$ cat config.mk
export PLATFORM = sky130hd
export DESIGN_NAME = flash_cmd_decoder
export DESIGN_NICKNAME = d
export VERILOG_FILES = /design/src/rtl/fcd_pkg.sv /design/src/rtl/fcd_wr_sync.sv /design/src/rtl/fcd_sel.sv /design/src/rtl/fcd_timer.sv /design/src/rtl/fcd_fsm.sv /design/src/rtl/flash_cmd_decoder.sv
export SDC_FILE = /design/constraint.sdc
export NUM_CORES = 1
export LEC_CHECK = 0
export BUFFER_PORTS_ARGS = -buffer_cell sky130_fd_sc_hd__clkbuf_2
export CELL_PAD_IN_SITES_DETAIL_PLACEMENT = 2
export CELL_PAD_IN_SITES_GLOBAL_PLACEMENT = 2
export CORE_MARGIN = 5
export CORE_UTILIZATION = 30
export DETAILED_ROUTE_END_ITERATION = 7
export GPL_ROUTABILITY_DRIVEN = 0
export PLACE_DENSITY = 0.84
export SETUP_SLACK_MARGIN = 0.05
export SKIP_LAST_GASP = 1
export SYNTH_ARGS = -nofsm -noshare
export SYNTH_HDL_FRONTEND = slang
export SYNTH_SLANG_ARGS = --single-unit
export TNS_END_PERCENT = 5
$ cat constraint.sdc
create_clock -name clk_i -period 3.11 [get_ports clk_i]
set_input_delay 0.622 -clock clk_i [delete_from_list [all_inputs] [get_ports clk_i]]
set_output_delay 0.622 -clock clk_i [all_outputs]
set_load 0.05 [all_outputs]
$ cat src/rtl/fcd_pkg.sv
package fcd_pkg;
  typedef enum logic [3:0] {
    ST_READ, ST_UNL1, ST_UNL2, ST_PROG, ST_ERS, ST_EUNL1, ST_EUNL2,
    ST_IDMODE, ST_BYP, ST_BYP_PROG, ST_BYP_EXIT
  } fcd_state_e;

  localparam logic [7:0] UNL_D1     = 8'hAA;
  localparam logic [7:0] UNL_D2     = 8'h55;
  localparam logic [11:0] UNL_A1    = 12'h555;
  localparam logic [11:0] UNL_A2    = 12'hAAA;
  localparam logic [7:0] CMD_RESET  = 8'hF0;
  localparam logic [7:0] CMD_IDENT  = 8'h90;
  localparam logic [7:0] CMD_PROG   = 8'hA0;
  localparam logic [7:0] CMD_ERASE  = 8'h80;
  localparam logic [7:0] CMD_CHIP   = 8'h10;
  localparam logic [7:0] CMD_SECT   = 8'h30;
  localparam logic [7:0] CMD_SUSP   = 8'hB0;
  localparam logic [7:0] CMD_RESUME = 8'h30;
  localparam logic [7:0] CMD_BYPASS = 8'h20;
  localparam logic [7:0] CMD_BYPEND = 8'h00;

  // states waiting for a further byte, subject to the gap timer
  function automatic logic is_partial(fcd_state_e s);
    return (s == ST_UNL1) || (s == ST_UNL2) || (s == ST_PROG) ||
           (s == ST_ERS) || (s == ST_EUNL1) || (s == ST_EUNL2) ||
           (s == ST_BYP_PROG) || (s == ST_BYP_EXIT);
  endfunction
endpackage

$ cat src/rtl/fcd_wr_sync.sv
module fcd_wr_sync (
  input  logic clk_i,
  input  logic rst_ni,
  input  logic wr_ni,
  output logic rise_o
);
  logic s1_q, s2_q, s3_q, armed_q;

  // sync stages reset low: a strobe low at release is never mistaken for high
  always_ff @(posedge clk_i or negedge rst_ni) begin
    if (!rst_ni) begin
      s1_q    <= 1'b0;
      s2_q    <= 1'b0;
      s3_q    <= 1'b0;
      armed_q <= 1'b0;
    end else begin
      s1_q    <= wr_ni;
      s2_q    <= s1_q;
      s3_q    <= s2_q;
      armed_q <= armed_q | s3_q;
    end
  end

  assign rise_o = s2_q & ~s3_q & armed_q;
endmodule

$ cat src/rtl/fcd_sel.sv
module fcd_sel #(
  parameter int N_PRI  = 8,
  parameter int N_BOOT = 4,
  localparam int SEC_W = $clog2(N_PRI + N_BOOT)
) (
  input  logic [N_PRI-1:0]  psel_i,
  input  logic [N_BOOT-1:0] bsel_i,
  output logic              valid_o,
  output logic              arr_o,
  output logic [SEC_W-1:0]  sector_o
);
  logic [SEC_W-1:0] pidx, bidx;

  always_comb begin
    pidx = '0;
    for (int i = N_PRI - 1; i >= 0; i--)
      if (psel_i[i]) pidx = SEC_W'(i);
  end

  always_comb begin
    bidx = '0;
    for (int i = N_BOOT - 1; i >= 0; i--)
      if (bsel_i[i]) bidx = SEC_W'(N_PRI + i);
  end

  assign valid_o  = (|psel_i) | (|bsel_i);
  assign arr_o    = ~(|psel_i);
  assign sector_o = (|psel_i) ? pidx : bidx;
endmodule

$ cat src/rtl/fcd_timer.sv
module fcd_timer #(
  parameter int TIMEOUT_CYC = 1024,
  localparam int TW = $clog2(TIMEOUT_CYC + 1)
) (
  input  logic clk_i,
  input  logic rst_ni,
  input  logic load_i,
  input  logic run_i,
  output logic fire_o
);
  logic [TW-1:0] cnt_q;

  always_ff @(posedge clk_i or negedge rst_ni) begin
    if (!rst_ni)                     cnt_q <= '0;
    else if (load_i)                 cnt_q <= TW'(TIMEOUT_CYC);
    else if (run_i && cnt_q != '0)   cnt_q <= cnt_q - 1'b1;
  end

  assign fire_o = run_i && !load_i && (cnt_q == '0);
endmodule

$ cat src/rtl/fcd_fsm.sv
module fcd_fsm
  import fcd_pkg::*;
#(
  parameter int ADDR_W = 16,
  parameter int SEC_W  = 4
) (
  input  logic              clk_i,
  input  logic              rst_ni,
  input  logic              evt_i,
  input  logic              tmo_i,
  input  logic [ADDR_W-1:0] addr_i,
  input  logic [7:0]        data_i,
  input  logic              arr_i,
  input  logic [SEC_W-1:0]  sector_i,
  output fcd_state_e        state_o,
  output logic              mode_arr_o,
  output logic              prog_o,
  output logic              chip_o,
  output logic              sect_o,
  output logic              susp_o,
  output logic              res_o,
  output logic [ADDR_W-1:0] op_addr_o,
  output logic [7:0]        op_data_o,
  output logic              op_arr_o,
  output logic [SEC_W-1:0]  op_sector_o
);
  fcd_state_e state_q, nxt;
  logic mode_arr_q, mode_arr_d;
  logic p_prog, p_chip, p_sect, p_susp, p_res;
  logic a1, a2, arr_ok, any_p;

  assign a1     = addr_i[11:0] == UNL_A1;
  assign a2     = addr_i[11:0] == UNL_A2;
  assign arr_ok = arr_i == mode_arr_q;

  always_comb begin
    nxt        = state_q;
    mode_arr_d = mode_arr_q;
    p_prog = 1'b0; p_chip = 1'b0; p_sect = 1'b0; p_susp = 1'b0; p_res = 1'b0;
    if (evt_i) begin
      unique case (state_q)
        ST_READ: if (data_i == UNL_D1 && a1) begin
          nxt        = ST_UNL1;
          mode_arr_d = arr_i;
        end
        ST_UNL1: nxt = (arr_ok && a2 && data_i == UNL_D2) ? ST_UNL2 : ST_READ;
        ST_UNL2: begin
          nxt = ST_READ;
          if (arr_ok && a1) begin
            unique case (data_i)
              CMD_IDENT:  nxt = ST_IDMODE;
              CMD_PROG:   nxt = ST_PROG;
              CMD_ERASE:  nxt = ST_ERS;
              CMD_BYPASS: nxt = ST_BYP;
              CMD_SUSP:   p_susp = 1'b1;
              CMD_RESUME: p_res  = 1'b1;
              default:    nxt = ST_READ;
            endcase
          end
        end
        ST_PROG: begin
          nxt    = ST_READ;
          p_prog = arr_ok;
        end
        ST_ERS:   nxt = (arr_ok && a1 && data_i == UNL_D1) ? ST_EUNL1 : ST_READ;
        ST_EUNL1: nxt = (arr_ok && a2 && data_i == UNL_D2) ? ST_EUNL2 : ST_READ;
        ST_EUNL2: begin
          nxt    = ST_READ;
          p_chip = arr_ok && a1 && data_i == CMD_CHIP;
          p_sect = arr_ok && data_i == CMD_SECT;
        end
        ST_IDMODE: nxt = ST_READ;
        ST_BYP: begin
          if (arr_ok && data_i == CMD_PROG)       nxt = ST_BYP_PROG;
          else if (arr_ok && data_i == CMD_IDENT) nxt = ST_BYP_EXIT;
        end
        ST_BYP_PROG: begin
          nxt    = ST_BYP;
          p_prog = arr_ok;
        end
        ST_BYP_EXIT: nxt = (arr_ok && data_i == CMD_BYPEND) ? ST_READ : ST_BYP;
        default: nxt = ST_READ;
      endcase
    end else if (tmo_i) begin
      nxt = (state_q == ST_BYP_PROG || state_q == ST_BYP_EXIT) ? ST_BYP : ST_READ;
    end
  end

  assign any_p = p_prog | p_chip | p_sect | p_susp | p_res;

  always_ff @(posedge clk_i or negedge rst_ni) begin
    if (!rst_ni) begin
      state_q     <= ST_READ;
      mode_arr_q  <= 1'b0;
      prog_o      <= 1'b0;
      chip_o      <= 1'b0;
      sect_o      <= 1'b0;
      susp_o      <= 1'b0;
      res_o       <= 1'b0;
      op_addr_o   <= '0;
      op_data_o   <= '0;
      op_arr_o    <= 1'b0;
      op_sector_o <= '0;
    end else begin
      state_q    <= nxt;
      mode_arr_q <= mode_arr_d;
      prog_o     <= p_prog;
      chip_o     <= p_chip;
      sect_o     <= p_sect;
      susp_o     <= p_susp;
      res_o      <= p_res;
      if (any_p) begin
        op_addr_o   <= addr_i;
        op_data_o   <= data_i;
        op_arr_o    <= arr_i;
        op_sector_o <= sector_i;
      end
    end
  end

  assign state_o    = state_q;
  assign mode_arr_o = mode_arr_q;
endmodule

$ cat src/rtl/flash_cmd_decoder.sv
module flash_cmd_decoder
  import fcd_pkg::*;
#(
  parameter int         ADDR_W      = 16,
  parameter int         N_PRI       = 8,
  parameter int         N_BOOT      = 4,
  parameter int         TIMEOUT_CYC = 1024,
  parameter logic [7:0] ID_CODE     = 8'hE4,
  localparam int        N_SEC       = N_PRI + N_BOOT,
  localparam int        SEC_W       = $clog2(N_SEC)
) (
  input  logic              clk_i,
  input  logic              rst_ni,
  input  logic              wr_ni,
  input  logic [ADDR_W-1:0] addr_i,
  input  logic [7:0]        data_i,
  input  logic [N_PRI-1:0]  psel_i,
  input  logic [N_BOOT-1:0] bsel_i,
  input  logic              lockout_i,
  input  logic              busy_i,
  input  logic [7:0]        status_i,
  input  logic [7:0]        array_data_i,
  input  logic [N_SEC-1:0]  prot_i,
  output logic [7:0]        rdata_o,
  output logic              status_rd_o,
  output logic              prog_start_o,
  output logic              chip_erase_o,
  output logic              sector_erase_o,
  output logic              suspend_o,
  output logic              resume_o,
  output logic [ADDR_W-1:0] op_addr_o,
  output logic [7:0]        op_data_o,
  output logic              op_arr_o,
  output logic [SEC_W-1:0]  op_sector_o,
  output logic              bypass_o
);
  logic             wr_rise, acc_evt, tmo;
  logic             sel_valid, sel_arr;
  logic [SEC_W-1:0] sel_sector;
  logic             mode_arr;
  fcd_state_e       state;
  logic [2:0]       spec_bits;

  fcd_wr_sync u_sync (
    .clk_i  (clk_i),
    .rst_ni (rst_ni),
    .wr_ni  (wr_ni),
    .rise_o (wr_rise)
  );

  fcd_sel #(.N_PRI(N_PRI), .N_BOOT(N_BOOT)) u_sel (
    .psel_i   (psel_i),
    .bsel_i   (bsel_i),
    .valid_o  (sel_valid),
    .arr_o    (sel_arr),
    .sector_o (sel_sector)
  );

  assign acc_evt = wr_rise & ~lockout_i & sel_valid;

  fcd_timer #(.TIMEOUT_CYC(TIMEOUT_CYC)) u_timer (
    .clk_i  (clk_i),
    .rst_ni (rst_ni),
    .load_i (acc_evt),
    .run_i  (is_partial(state)),
    .fire_o (tmo)
  );

  fcd_fsm #(.ADDR_W(ADDR_W), .SEC_W(SEC_W)) u_fsm (
    .clk_i       (clk_i),
    .rst_ni      (rst_ni),
    .evt_i       (acc_evt),
    .tmo_i       (tmo),
    .addr_i      (addr_i),
    .data_i      (data_i),
    .arr_i       (sel_arr),
    .sector_i    (sel_sector),
    .state_o     (state),
    .mode_arr_o  (mode_arr),
    .prog_o      (prog_start_o),
    .chip_o      (chip_erase_o),
    .sect_o      (sector_erase_o),
    .susp_o      (suspend_o),
    .res_o       (resume_o),
    .op_addr_o   (op_addr_o),
    .op_data_o   (op_data_o),
    .op_arr_o    (op_arr_o),
    .op_sector_o (op_sector_o)
  );

  assign spec_bits = {addr_i[6], addr_i[1], addr_i[0]};

  always_comb begin
    rdata_o = array_data_i;
    if (busy_i) rdata_o = status_i;
    else if (state == ST_IDMODE && sel_valid) begin
      if (spec_bits == 3'b001 && !sel_arr && !mode_arr) rdata_o = ID_CODE;
      else if (spec_bits == 3'b010) rdata_o = {7'b0, prot_i[sel_sector]};
    end
  end

  assign status_rd_o = busy_i;
  assign bypass_o    = (state == ST_BYP) || (state == ST_BYP_PROG) || (state == ST_BYP_EXIT);
endmodule

==> flow_summary.toml, run 1 <==
[outcome]
outcome = "finished with violations"
violations = "negative setup slack"

[worst_setup_path]
cp_data_required_time_ns = 2.49
end_kind = "output port"
critPathLaunchType = "input port"
cp_max_fo = 2
critical_path_class = "input port to output port"
arrival_ns = 2.56

[flow_run]
drv_cap = 0

[yosys]
yosysWarnings = 0
async_flop_share_pct = 100
synthXorXnorAreaFrac_pct = 2.54
synth-compound-area-share_pct = 12.7
yosys-mux-area-fraction_pct = 12.2
synth_fa_ha_area_share_pct = 0.404
mappedNetlistArea_um2 = 3100
yosys.area_share.simple_pct = 25.7
synth_top_family_by_area = "simple AND/OR/NAND/NOR gates"
ys.flop_type = "dfrtp_1"
synth_edf_count = 0
synth_seq_cells = 54
syn_nets = 373
synth_cell_types = 63
yosysSeqAreaShare_pct = 43.6
synthesis.instances = 303
avgSynthCellArea_um2 = 10.2

[cts]
post_cts_buffers = 0
worstSkewPairLatency_ns = 0.31
clk_path_buf_depth = 2
cts_tree = "done"
cts_made_buffers = 5
cts_htree_levels = 2
path_clk_slew_ns = 0.09
holdBufCountCts = 0
clock_tree.root_cell = "clkbuf_8"
clock-sinks = 54

[route]
vias = 3010
postRouteAntennaNets = 0
avgViaCountPerCell = 5.23
wire_per_inst_um = 18.4
drt_iter0_drc = 104
drcViolationCount = 0
wl_um = 10600
firstDrtPassIters = 4

[place]
portBuffers = 112
dpl-instance-area_um2 = 4040
detailedPlace.worstSlack_ns = -0.128
dp.cells = 567
dp_hpwl_um = 8700

[global_routing]
grt_usage_pct = 17.1
grt_pass1_vias = 3421
antenna_found_initial = 0
grt-ovfl-total = 0
grt_pass1_wl_um = 17700
grt_max_degree = 55

[timing]
fmax_ghz = 0.315
max_slew_margin_pct = 53.1
finalCritPeriodShare_pct = 102
finalSetupViolations = 1
min_period_ns = 3.18
hold_viol = 0
setup-tns-final_ns = -0.0682
timing.final.max_slew_violations = 0
clock_skew_ns = 0.00385
tightest_slew_ns = 0.704
fin_ws_ns = -0.0682
rsz0062_at_grt = "yes"

[die]
die_x_um = 112
fp.dieArea_um2 = 12500
ioPinCount = 113
initial_core_util_pct = 30.4
num_rows = 37
coreArea_um2 = 10200
die_h_um = 112

[layout]
final_cells = 575
final_layout_size_suffix_gt1_share_pct = 43.3
fin_area_um2 = 4140
area_delta_synth_final_pct = 33.6
antennaDiodeCount = 0
fillCellCount = 1144
finalNetCount = 508

[power]
power.leakage_nw = 2.03
vdd_drop_max_mv = 0.182
p_per_area_nw_per_um2 = 320

[worst_hold_path]
hold_class = "flop to flop"
## cells in the final DEF (no fill, tap or decap), types with 3 or more instances in the layout
cell / instances
nand2_1: 18
xor2_1: 5
o21ai_0: 10
or4_1: 6
nor3b_1: 3
a21oi_1: 11
nor4b_1: 4
or2_2: 3
buf_12: 3
nand4_1: 5
or3_1: 4
a32o_1: 4
inv_1: 6
mux2i_1: 3
nor4_1: 5
and3_1: 4
mux2_2: 19
nor2b_1: 8
buf_4: 27
nor2_1: 28
dfrtp_1: 54
clkbuf_8: 6
nor3_1: 11
clkbuf_2: 110
mux2_4: 9
xnor2_1: 4
nand3_1: 12
nand2b_1: 3
nor4bb_1: 4
o31ai_1: 3
## cells by family (layout without fill, tap and decap cells)
logic type      after synthesis  after routing
fa+ha+maj                     1              1
buf+inv                      18            154
simple gates                135            135
mux                          31             31
compound gates               55             55
xor+xnor                      9              9
flops                        54             54
## Yosys cell counts (2+ instances only)
master / count / area, um^2
nor4_4: 2 / 42.5
o21ai_0: 10 / 50.1
a21oi_1: 11 / 55.1
o21a_1: 2 / 15.0
xnor2_1: 4 / 35.0
a22oi_1: 2 / 15.0
nor4b_1: 4 / 35.0
o21bai_1: 2 / 15.0
nand4_1: 5 / 31.3
o41ai_1: 2 / 17.5
nor4bb_1: 4 / 40.0
or2_2: 3 / 18.8
nand3_1: 13 / 65.1
nor3b_1: 3 / 22.5
nor2_1: 29 / 109
a32o_1: 4 / 40.0
o31a_1: 2 / 17.5
and3_1: 4 / 25.0
or3_1: 4 / 25.0
nand3b_1: 2 / 15.0
a31oi_1: 2 / 12.5
a211oi_1: 2 / 15.0
or4_1: 7 / 52.6
mux2_2: 19 / 214
nor2b_1: 8 / 50.1
dfrtp_1: 54 / 1350
mux2_4: 9 / 135
nand2b_1: 3 / 18.8
buf_6: 2 / 22.5
nor4_1: 5 / 31.3
xor2_1: 5 / 43.8
nand2_1: 18 / 67.6
mux2i_1: 3 / 30.0
nor3_1: 11 / 55.1
o31ai_1: 4 / 30.0
clkbuf_1: 7 / 26.3
inv_1: 6 / 22.5
## layout make-up
cell class | instances | area, um^2 | area share [%]
Clock buffer | 7 | 86.3 | 2.08
Clock inverter | 1 | 5.00 | 0.121
Inverter | 6 | 22.5 | 0.544
Multi-Input combinational cell | 231 | 1690 | 40.9
Sequential cell | 54 | 1350 | 32.6
Tap cell | 136 | 170 | 4.11
Timing Repair Buffer | 140 | 813 | 19.6
## critical path: stages
cell and delay, ns:
clkbuf_2 0.09, or4_4 0.55, nand3_2 0.11, a21oi_1 0.05, a2111o_1 0.38, a221o_1 0.30, o31ai_4 0.27, buf_12 0.17
## power by group
part / internal [W] / total (W) / switching, W
Sequential: 0.000704 / 0.000706 / 0.00000164
Clock: 0.000181 / 0.000413 / 0.000233
Combinational: 0.0000808 / 0.000205 / 0.000124
Total: 0.000965 / 0.00132 / 0.000359
## flip-flops by register name (all words and copies together), names as in the netlist, 4 cells and up
register           count
u_fsm.op_addr_o       16
u_timer.cnt_q         11
u_fsm.op_data_o        8
u_fsm.op_sector_o      4
u_fsm.state_o          4
## per-stage QoR
stage	hold slack, ns	utilization [%]	power, W
finish	0.362	40.7	0.00132
global route	0.378	40.7	0.00139
CTS	0.364	40.6	0.00134
detailed placement	0.342	39.6	0.000927
global placement	0.334	39.6	0.000918
floorplan	0.326	-	0.000805
## per-layer routing
metal	wire, um	global-route usage (%)
met5	0	0
met4	178	4.14
met3	432	3.15
met2	5620	31.3
met1	4370	20.6
## path summary, 6_finish.rpt
kind,endpoint,startpoint,slack [ns],cells past startpoint
max,rdata_o[0],bsel_i[1],-0.07,8
min,u_sync.s2_q,u_sync.s1_q,0.36,0
max reg2reg,u_fsm.op_addr_o[10],u_sync.s3_q,0.51,6
min reg2reg,u_sync.s2_q,u_sync.s1_q,0.36,0
max in group asynchronous,u_fsm.op_data_o[1],rst_ni,2.21,2
min in group asynchronous,u_sync.s2_q,rst_ni,0.44,2
## what timing repair did
action / in CTS / in global routing
endpoints found under the setup margin: 1 / 5
pin swaps: 1 / 0
gates resized for setup: 2 / 2
No activity file was read; power rests on OpenSTA's default activity.
==> inputs of run 2 (changes only) <==
- CELL_PAD_IN_SITES_DETAIL_PLACEMENT: 2 -> not set
- CELL_PAD_IN_SITES_GLOBAL_PLACEMENT: 2 -> not set
- CORE_UTILIZATION: 30 -> 50
==> flow_summary.toml, run 2 (same netlist as run 1, synthesis figures left out) <==
[outcome]
outcome = "finished with violations"
violations = "negative setup slack"

[layout]
finalNetCount = 517
fin_area_um2 = 4110
area_delta_synth_final_pct = 32.4
largest_reg_flops = 16
final_layout_size_suffix_gt1_share_pct = 44.5
final_cells = 522
layout_commonest_cell = "clkbuf_2"
regMostFlops = "u_fsm.op_addr_o"
final_cell_mix = "clkbuf_2, dfrtp_1, buf_4"
largestRegisters = "u_fsm.op_addr_o x16, u_timer.cnt_q x11, u_fsm.op_data_o x8"
antennaDiodeCount = 0

[timing]
min_period_ns = 3.11
clock_skew_ns = 0.00893
fmax_ghz = 0.321
timing.final.max_slew_violations = 0
max_slew_margin_pct = 60.2
finalCritPeriodShare_pct = 100
fin_ws_ns = -0.00474
tightest_slew_ns = 0.592
hold_viol = 0
finalSetupViolations = 1
rsz0062_at_grt = "yes"

[die]
coreArea_um2 = 5990
fp.dieArea_um2 = 7880
die_h_um = 88.7
initial_core_util_pct = 51.8
die_x_um = 88.7
ioPinCount = 113
num_rows = 28

[worst_setup_path]
end_kind = "output port"
cp_data_required_time_ns = 2.49
arrival_ns = 2.49
critPathLaunchType = "input port"
cp_max_fo = 2
critical_path_class = "input port to output port"

[place]
dpl-instance-area_um2 = 3990
dp.cells = 514
dp_hpwl_um = 6520
portBuffers = 112
detailedPlace.worstSlack_ns = -0.160

[power]
p_per_area_nw_per_um2 = 311
power.leakage_nw = 2.06
power_w = 0.00128
vdd_drop_max_mv = 0.280

[route]
vias = 3031
drt_iter0_drc = 203
postRouteAntennaNets = 0
firstDrtPassIters = 5
drcViolationCount = 0
wl_um = 8100
avgViaCountPerCell = 5.81
wire_per_inst_um = 15.5

[cts]
clock-sinks = 54
path_clk_slew_ns = 0.09
clock_tree.root_cell = "clkbuf_8"
worstSkewPairLatency_ns = 0.31
cts_htree_levels = 2
cts_made_buffers = 5
clk_path_buf_depth = 2
cts_tree = "done"

[global_routing]
grt_pass1_wl_um = 12800
grt_usage_pct = 20.3
grt_pass1_vias = 2843
antenna_found_initial = 0
grt_max_degree = 30
grt-ovfl-total = 0

[flow_run]
drv_cap = 0

[worst_hold_path]
hold_class = "input port to asynchronous set/reset pin"
## run 2: cell type report
cell class                 count  area [um^2]
inverter                       6         22.5
multi-input combinational    231         1700
clock inverter                 1         7.51
tap                           75         93.8
clock buffer                   6         72.6
fill                         467         1890
sequential                    54         1350
timing repair buffer         149          861
## run 2: path summary, 6_finish.rpt
path | from | end | slack, ns | depth (start not counted)
max in group asynchronous | rst_ni | u_fsm.op_sector_o[2] | 2.28 | 2
setup reg to reg | u_sync.s3_q | u_fsm.op_addr_o[4] | 0.55 | 6
min in group clk_i | u_sync.s1_q | u_sync.s2_q | 0.35 | 0
setup / recovery | bsel_i[0] | rdata_o[0] | -0.005 | 8
hold / removal | rst_ni | u_fsm.op_addr_o[12] | 0.21 | 1
hold reg to reg | u_sync.s1_q | u_sync.s2_q | 0.35 | 0
## run 2: layer usage
layer / share of wire, % / vias to the layer above / GRT usage, % / wire length (um)
met4: 1.4 / 0 / 5.91 / 114
met2: 50 / 124 / 34.1 / 4060
met3: 7.0 / 15 / 4.10 / 570
met1: 41 / 1449 / 26.4 / 3360
met5: 0 / - / 0 / 0
li1: - / 1443 / - / -
## run 2: repair_timing
item / 4_1_cts / 5_1_grt
resized for setup: 5 / 4
hold buffers: 0 / 0
setup buffers: 1 / 0
setup endpoints to repair: 1 / 2
pin swaps: 5 / 0
## run 2: stage by stage
stage                     setup TNS (ns)  hold WS, ns  util (%)
after detailed placement          -0.271        0.336      66.6
after global routing             -0.0836        0.237      68.5
final                           -0.00474        0.214      68.5
after floorplan                 -0.00192        0.326         -
after global placement            -0.123        0.331      66.6
after CTS                        -0.0165        0.221      68.4
## run 2: power breakdown
group	total [W]	internal (W)	switching, W	leakage [nW]
clock	0.000370	0.000155	0.000215	0.0373
combinational	0.000201	0.0000829	0.000118	1.29
sequential	0.000706	0.000704	0.00000147	0.732
## run 2: worst max-delay path: stages
cell,delay (ns)
clkbuf_2,0.09
or4_4,0.55
nand3_2,0.09
a21oi_1,0.05
a2111o_1,0.36
a221o_1,0.31
o31ai_4,0.25
buf_8,0.18
